==> config.mk <==
export PLATFORM = sky130hd
export DESIGN_NAME = branch_resolve_unit
export DESIGN_NICKNAME = d
export VERILOG_FILES = /design/src/rtl/br_pkg.sv /design/src/rtl/br_decode.sv /design/src/rtl/br_cond_eval.sv /design/src/rtl/br_next_pc.sv /design/src/rtl/branch_resolve_unit.sv
export SDC_FILE = /design/constraint.sdc
export NUM_CORES = 1
export LEC_CHECK = 0
export ABC_AREA = 1
export BUFFER_PORTS_ARGS = -buffer_cell sky130_fd_sc_hd__buf_2
export CORE_MARGIN = 5
export CORE_UTILIZATION = 40
export DETAILED_ROUTE_END_ITERATION = 6
export GPL_ROUTABILITY_DRIVEN = 0
export GPL_TIMING_DRIVEN = 0
export PLACE_DENSITY = 0.65
export SLEW_MARGIN = 30
export SYNTH_ARGS = -nofsm -noshare
export SYNTH_HDL_FRONTEND = slang
export SYNTH_SLANG_ARGS = --single-unit
==> constraint.sdc <==
create_clock -name clk -period 4.6 [get_ports clk]
set_clock_uncertainty 0.15 [all_clocks]
set_input_delay 0.23 -clock clk [delete_from_list [all_inputs] [get_ports clk]]
set_output_delay 0.23 -clock clk [all_outputs]
set_load 0.01 [all_outputs]
==> src/rtl/br_pkg.sv <==
// Shared types for the branch resolution unit.
// Assumes opcode class in bits [2:0], source select in bit 3, operation in [7:4].
package br_pkg;

    typedef enum logic [3:0] {
        C_NEVER, C_ALWAYS, C_EQ, C_NE, C_GT, C_GE, C_LT, C_LE,
        C_SGT, C_SGE, C_SLT, C_SLE, C_SET
    } cond_t;

    typedef struct packed {
        cond_t cond;
        logic  use_reg;
        logic  legal;
        logic  wide;
        logic  is_exit;
        logic  is_call;
    } dec_t;

endpackage

==> src/rtl/br_decode.sv <==
// Opcode decoder: maps an opcode byte to a branch condition, the operand
// source and the legality/kind flags. Purely combinational.
// Assumes the caller qualifies the result with its own valid signal.
module br_decode
    import br_pkg::*;
#(
    parameter int OP_W = 8
) (
    input  logic [OP_W-1:0] opcode,
    output dec_t            dec
);
    localparam logic [2:0] CLS_LDIMM = 3'h0;
    localparam logic [2:0] CLS_LOAD  = 3'h1;
    localparam logic [2:0] CLS_STORE = 3'h3;
    localparam logic [2:0] CLS_ALU32 = 3'h4;
    localparam logic [2:0] CLS_JUMP  = 3'h5;
    localparam logic [2:0] CLS_ALU64 = 3'h7;

    logic [2:0] cls;
    logic       sel_reg;
    logic [3:0] grp;

    assign cls     = opcode[2:0];
    assign sel_reg = opcode[3];
    assign grp     = opcode[7:4];

    // Branch-class operation nibble to condition code.
    function automatic cond_t jump_cond(input logic [3:0] g);
        case (g)
            4'h1:    return C_EQ;
            4'h2:    return C_GT;
            4'h3:    return C_GE;
            4'h4:    return C_SET;
            4'h5:    return C_NE;
            4'h6:    return C_SGT;
            4'h7:    return C_SGE;
            4'ha:    return C_LT;
            4'hb:    return C_LE;
            4'hc:    return C_SLT;
            4'hd:    return C_SLE;
            default: return C_NEVER;
        endcase
    endfunction

    // Classify the opcode byte.
    always_comb begin
        dec         = '0;
        dec.cond    = C_NEVER;
        dec.use_reg = sel_reg;
        case (cls)
            CLS_LDIMM: begin
                dec.legal = (opcode == 8'h18);
                dec.wide  = (opcode == 8'h18);
            end
            CLS_LOAD:  dec.legal = (grp inside {4'h6, 4'h7}) && (opcode[3:0] inside {4'h1, 4'h9});
            CLS_STORE: dec.legal = (grp inside {4'h6, 4'h7}) && (opcode[3:0] inside {4'h3, 4'hb});
            CLS_ALU32: dec.legal = (grp != 4'hf) && !(grp == 4'h8 && sel_reg);
            CLS_ALU64: dec.legal = (grp != 4'hf) && (grp != 4'hd) && !(grp == 4'h8 && sel_reg);
            CLS_JUMP: begin
                case (grp)
                    4'h0: begin
                        dec.legal = !sel_reg;
                        dec.cond  = sel_reg ? C_NEVER : C_ALWAYS;
                    end
                    4'h8: begin
                        dec.legal   = !sel_reg;
                        dec.is_call = !sel_reg;
                    end
                    4'h9: begin
                        dec.legal   = !sel_reg;
                        dec.is_exit = !sel_reg;
                    end
                    4'he, 4'hf: dec.legal = 1'b0;
                    default: begin
                        dec.legal = 1'b1;
                        dec.cond  = jump_cond(grp);
                    end
                endcase
            end
            default: dec.legal = 1'b0;
        endcase
    end

endmodule

==> src/rtl/br_cond_eval.sv <==
// Condition evaluator: tests one condition code on two operands.
// Assumes the operand has already been selected and widened to DATA_W.
module br_cond_eval
    import br_pkg::*;
#(
    parameter int DATA_W = 64
) (
    input  cond_t             cond,
    input  logic [DATA_W-1:0] a,
    input  logic [DATA_W-1:0] b,
    output logic              hit
);
    logic eq, ult, slt;

    assign eq  = (a == b);
    assign ult = (a < b);
    assign slt = ($signed(a) < $signed(b));

    // Select the comparison result for the requested condition.
    always_comb begin
        case (cond)
            C_ALWAYS: hit = 1'b1;
            C_EQ:     hit = eq;
            C_NE:     hit = !eq;
            C_GT:     hit = !ult && !eq;
            C_GE:     hit = !ult;
            C_LT:     hit = ult;
            C_LE:     hit = ult || eq;
            C_SGT:    hit = !slt && !eq;
            C_SGE:    hit = !slt;
            C_SLT:    hit = slt;
            C_SLE:    hit = slt || eq;
            C_SET:    hit = |(a & b);
            default:  hit = 1'b0;
        endcase
    end

endmodule

==> src/rtl/br_next_pc.sv <==
// Next-PC adder: picks the taken target or the sequential successor.
// Assumes PC_W >= OFF_W; sums wrap modulo 2^PC_W.
module br_next_pc #(
    parameter int PC_W  = 32,
    parameter int OFF_W = 16
) (
    input  logic [PC_W-1:0]  pc,
    input  logic [OFF_W-1:0] off,
    input  logic             taken,
    input  logic             wide,
    output logic [PC_W-1:0]  next_pc
);
    localparam int EXT_W = PC_W - OFF_W;

    logic [PC_W-1:0] off_ext;
    logic [PC_W-1:0] seq_pc;
    logic [PC_W-1:0] tgt_pc;

    // Widen the offset, then form both candidates.
    always_comb begin
        off_ext = {{EXT_W{off[OFF_W-1]}}, off};
        seq_pc  = pc + (wide ? PC_W'(2) : PC_W'(1));
        tgt_pc  = pc + PC_W'(1) + off_ext;
        next_pc = taken ? tgt_pc : seq_pc;
    end

endmodule

==> src/rtl/branch_resolve_unit.sv <==
// Branch resolution unit top: decodes the opcode, selects the comparand,
// evaluates the condition and registers taken/next-PC/kind flags.
// Latency is one cycle. Assumes DATA_W >= IMM_W and PC_W >= OFF_W.
module branch_resolve_unit
    import br_pkg::*;
#(
    parameter int DATA_W = 64,
    parameter int IMM_W  = 32,
    parameter int OFF_W  = 16,
    parameter int PC_W   = 32,
    parameter int OP_W   = 8
) (
    input  logic              clk,
    input  logic              rst_n,
    input  logic              in_valid,
    input  logic [OP_W-1:0]   in_opcode,
    input  logic [DATA_W-1:0] in_dst,
    input  logic [DATA_W-1:0] in_src,
    input  logic [IMM_W-1:0]  in_imm,
    input  logic [OFF_W-1:0]  in_off,
    input  logic [PC_W-1:0]   in_pc,
    output logic              out_valid,
    output logic              out_taken,
    output logic [PC_W-1:0]   out_next_pc,
    output logic              out_illegal,
    output logic              out_exit,
    output logic              out_call,
    output logic              out_wide
);
    localparam int IMM_EXT = DATA_W - IMM_W;

    dec_t              dec;
    logic [DATA_W-1:0] operand;
    logic              hit;
    logic              taken_c;
    logic [PC_W-1:0]   next_c;

    br_decode #(.OP_W(OP_W)) u_dec (
        .opcode (in_opcode),
        .dec    (dec)
    );

    // Comparand: source register or sign-extended immediate.
    assign operand = dec.use_reg ? in_src : {{IMM_EXT{in_imm[IMM_W-1]}}, in_imm};

    br_cond_eval #(.DATA_W(DATA_W)) u_cmp (
        .cond (dec.cond),
        .a    (in_dst),
        .b    (operand),
        .hit  (hit)
    );

    assign taken_c = dec.legal && hit;

    br_next_pc #(.PC_W(PC_W), .OFF_W(OFF_W)) u_npc (
        .pc      (in_pc),
        .off     (in_off),
        .taken   (taken_c),
        .wide    (dec.wide && dec.legal),
        .next_pc (next_c)
    );

    // Output register: flags qualified by valid, next PC held when idle.
    always_ff @(posedge clk) begin
        if (!rst_n) begin
            out_valid   <= 1'b0;
            out_taken   <= 1'b0;
            out_next_pc <= '0;
            out_illegal <= 1'b0;
            out_exit    <= 1'b0;
            out_call    <= 1'b0;
            out_wide    <= 1'b0;
        end else begin
            out_valid   <= in_valid;
            out_taken   <= in_valid && taken_c;
            out_illegal <= in_valid && !dec.legal;
            out_exit    <= in_valid && dec.is_exit;
            out_call    <= in_valid && dec.is_call;
            out_wide    <= in_valid && dec.wide && dec.legal;
            if (in_valid) begin
                out_next_pc <= next_c;
            end
        end
    end

    assert_valid_follows_R2: assert property (@(posedge clk) disable iff (!rst_n)
        in_valid |=> out_valid);

    assert_idle_follows_R2: assert property (@(posedge clk) disable iff (!rst_n)
        !in_valid |=> !out_valid);

    assert_idle_quiet_R11: assert property (@(posedge clk) disable iff (!rst_n)
        !out_valid |-> !(out_taken || out_illegal || out_exit || out_call || out_wide));

    assert_idle_hold_pc_R11: assert property (@(posedge clk) disable iff (!rst_n)
        !in_valid |=> $stable(out_next_pc));

    assert_kinds_exclusive_R9: assert property (@(posedge clk) disable iff (!rst_n)
        $onehot0({out_taken, out_illegal, out_exit, out_call, out_wide}));

    assert_illegal_no_branch_R10: assert property (@(posedge clk) disable iff (!rst_n)
        out_illegal |-> !out_taken);

    assert_wide_step_R8: assert property (@(posedge clk) disable iff (!rst_n)
        (in_valid && in_opcode == 8'h18) |=> (out_wide && out_next_pc == $past(in_pc) + PC_W'(2)));

    assert_ja_taken_R7: assert property (@(posedge clk) disable iff (!rst_n)
        (in_valid && in_opcode == 8'h05) |=> out_taken);

endmodule

==> run_results.csv <==
group,metric,value,unit
outcome,status,"finished clean",
synth,synth-seq-cells,38,
sta,worst_slew_pin_tran,0.539,ns
global_route,grtUsageTotal,21.9,%
clock_tree,clock_tree.buffer_depth,2,
synth,synth_xor_area_share,6.50,%
global_route,grt_first_pass_wirelength,40500,um
global_route,grt_pass1_vias,8311,
clock_tree,clk_transition_reported_paths,0.06,ns
sta,hold_violations,0,
critical_path,critical_path.max_fanout,10,
sta,max-slew-margin-rel,64.1,%
synth,post_synth.cell_area_avg,6.22,sq um
critical_path,cp.required,4.63,ns
synth,mappedNetlistArea,7940,sq um
synth,synth.yosys.seq_area_share,9.58,%
synth,instance_count_of_the_mapped_netlist,1278,
sta,setup-tns-final,0,ns
synth,synth.area.mux_share,0,%
sta,slew_viol_final,0,
die,rows,51,
synth,synth_top_family_by_area,"simple AND/OR/NAND/NOR gates",
layout,filler_cell_count,2086,
layout,drive_above_1_share,21.7,%
pwr,static-leakage-power,5.54,nW
sta,unrepaired_setup_endpoints_after_global_routing,"false",
synth,synth_compound_area_share,13.8,%
clock_tree,clkLatencyLatePin,0.28,ns
layout,most-common-layout-cells,"sky130_fd_sc_hd__buf_2, sky130_fd_sc_hd__nand2_1, sky130_fd_sc_hd__inv_1, sky130_fd_sc_hd__ha_1, sky130_fd_sc_hd__nor2_1",
pwr,vdd.ir_drop.worst,112,uV
clock_tree,resized_cells_post_cts,0,
synth,synth_warnings,0,
die,floorplan.initialDensity,40.7,%
clock_tree,postcts_setup_bufs,0,
detailed_routing,ant_nets,0,
placed_design,dp_hpwl,22800,um
clock_tree,clock-sinks,38,
clock_tree,h-tree-depth,2,
die,design.portCount,257,
global_route,grt_remaining_overflow,0,
synth,synthSimpleGateAreaFrac,32.9,%
synth,synthDistinctLibCells,41,
synth,synth_area_leader_cell,"sky130_fd_sc_hd__ha_1",
sta,finalSetupViolCount,0,
detailed_routing,drc_violation_count_after_routing,0,
job,drv_cap,0,
layout,synthToLayoutAreaGrowth,22.6,%
detailed_routing,dr.first_iter.drc_count,387,
detailed_routing,route.detailed.wl_per_inst,14.4,um
layout,net_count_final,1925,
die,die-area,22800,sq um
global_route,grt_antenna_before_repair,8,
die,core_area,19500,sq um
synth,synthAdderAreaFrac,26.2,%
clock_tree,root_buffer,"sky130_fd_sc_hd__clkbuf_16",
detailed_routing,detailedRoute.firstPassIterationCount,5,
global_route,grt_max_degree,18,
sta,maxClockFrequency,0.259,GHz
sta,finalWorstPathRequiredPeriod,3.86,ns
layout,layout_commonest_cell,"sky130_fd_sc_hd__buf_2",
detailed_routing,routed-via-count,8833,
critical_path,worst-setup-path-type,"primary input to flop",
sta,worst_hold_slack,0.159,ns
clock_tree,tritoncts_clock_tree,"built",
detailed_routing,drt_total_wl,26100,um
critical_path,crit_path_end_kind,"flop",
die,fp.dieW,151,um
synth,netlist_top_cells_area,"sky130_fd_sc_hd__ha_1, sky130_fd_sc_hd__nand2_1, sky130_fd_sc_hd__dfxtp_1, sky130_fd_sc_hd__inv_1, sky130_fd_sc_hd__a21oi_1",
worst_hold_path,worstHoldPathType,"primary input to flop",
detailed_routing,via_per_inst,4.87,
critical_path,arrival,3.90,ns
placed_design,io_buffers,256,
die,chipHeight,151,um
synth,synthDominantCellAreaShare,25.7,%
clock_tree,postCtsHoldBufs,0,
clock_tree,numCtsBuffers,5,
critical_path,cp-start-kind,"primary input",
pwr,p_per_area,165,nW/um^2
sta,post-route-period-util,84.0,%
synth,mappedNetlistNets,1662,
==> routing by layer <==
metal / global-route usage, % / routed length, um / up-vias
met2: 40.2 / 12800 / 234
met4: 4.62 / 399 / 6
li1: - / - / 4669
met5: 0 / 40 / -
met3: 2.27 / 1550 / 30
met1: 27.6 / 11300 / 3894
==> worst max-delay path, stage by stage <==
cell and delay [ns]:
sky130_fd_sc_hd__buf_2 0.10, sky130_fd_sc_hd__inv_1 0.27, sky130_fd_sc_hd__nand2_1 0.09, sky130_fd_sc_hd__inv_1 0.16, sky130_fd_sc_hd__buf_1 0.39, sky130_fd_sc_hd__a21oi_1 0.15, sky130_fd_sc_hd__ha_1 0.33, sky130_fd_sc_hd__nand2_1 0.07
sky130_fd_sc_hd__nand2_1 0.05, sky130_fd_sc_hd__nand3_1 0.07, sky130_fd_sc_hd__nand2_1 0.05, sky130_fd_sc_hd__a21oi_1 0.17, sky130_fd_sc_hd__nand2_1 0.11, sky130_fd_sc_hd__a21oi_1 0.28, sky130_fd_sc_hd__nand2_1 0.15, sky130_fd_sc_hd__nand2_1 0.13
sky130_fd_sc_hd__nand2_1 0.06, sky130_fd_sc_hd__nand2_1 0.05, sky130_fd_sc_hd__nand2_1 0.06, sky130_fd_sc_hd__inv_2 0.15, sky130_fd_sc_hd__nand4_2 0.17, sky130_fd_sc_hd__buf_6 0.18, sky130_fd_sc_hd__buf_6 0.14, sky130_fd_sc_hd__nand2_1 0.06
sky130_fd_sc_hd__nand3_1 0.09, sky130_fd_sc_hd__nand2_1 0.08, sky130_fd_sc_hd__inv_1 0.04
==> sequential cells by signal (all words and copies together) (netlist names) <==
name,count
out_taken,1
out_wide,1
out_next_pc,32
out_valid,1
out_call,1
out_exit,1
out_illegal,1
==> cell usage after synthesis (all sizes together) <==
library cell,count
o221ai,1
nor3,16
clkbuf,14
a21oi,114
dfxtp,38
nand4,18
nand3b,5
nand3,87
a31oi,2
nor4,14
xnor2,22
nor3b,2
buf,16
xor2,37
o21a,4
ha,163
nand2,259
o211ai,3
fa,2
a21o,5
o2111ai,2
o21bai,3
o21ai,65
nor2,156
inv,194
a21boi,4
or2,32
==> logic make-up after synthesis <==
family,count (synthesis)
adders and majority gates,165
and+or+nand+nor,589
xor gates and xnor gates,59
AOI/OAI and AO/OA,203
DFF,38
buffers and inverters,224
==> stage by stage <==
| step | total power, mW | instances | util, % | setup slack [ns] | cell area (sq um) |
|---|---|---|---|---|---|
| floorplan | 0.913 | 1278 | - | 1.43 | 7940 |
| global placement | 1.20 | 1799 | 48.9 | 0.479 | 9560 |
| detailed placement | 1.21 | 1799 | 48.9 | 0.463 | 9560 |
| CTS | 1.61 | 1807 | 49.8 | 0.751 | 9730 |
| global route | 1.75 | 1812 | 49.9 | 0.247 | 9740 |
| finish | 1.61 | 1812 | 49.9 | 0.736 | 9740 |
==> report_power, final <==
part | internal (mW) | switching [mW]
Sequential | 0.353 | 0.0149
Combinational | 0.342 | 0.500
Clock | 0.256 | 0.143
==> worst paths after layout <==
kind,cells past startpoint,startpoint,slack (ns),end
min reg2reg,2,out_next_pc[31]$_SDFFE_PN0P_,0.31,out_next_pc[31]$_SDFFE_PN0P_
max reg2reg,4,out_next_pc[9]$_SDFFE_PN0P_,3.73,out_next_pc[9]$_SDFFE_PN0P_
min,3,in_opcode[7],0.16,out_call$_SDFF_PN0_
max,27,in_opcode[3],0.74,out_next_pc[10]$_SDFFE_PN0P_
==> layout make-up <==
| cell class | count | area [sq um] | area share (%) |
|---|---|---|---|
| repair buffers | 256 | 1280 | 13.2 |
| plain buffers | 30 | 151 | 1.55 |
| inverters | 194 | 728 | 7.48 |
| well taps | 265 | 332 | 3.40 |
| flip-flops and latches | 38 | 761 | 7.81 |
| clock inverters | 3 | 45.0 | 0.462 |
| diodes | 5 | 12.5 | 0.128 |
| multi-input cells | 1016 | 6300 | 64.7 |
| clock buffers | 5 | 125 | 1.28 |
Note: power is estimated with default switching activity, not from simulation.
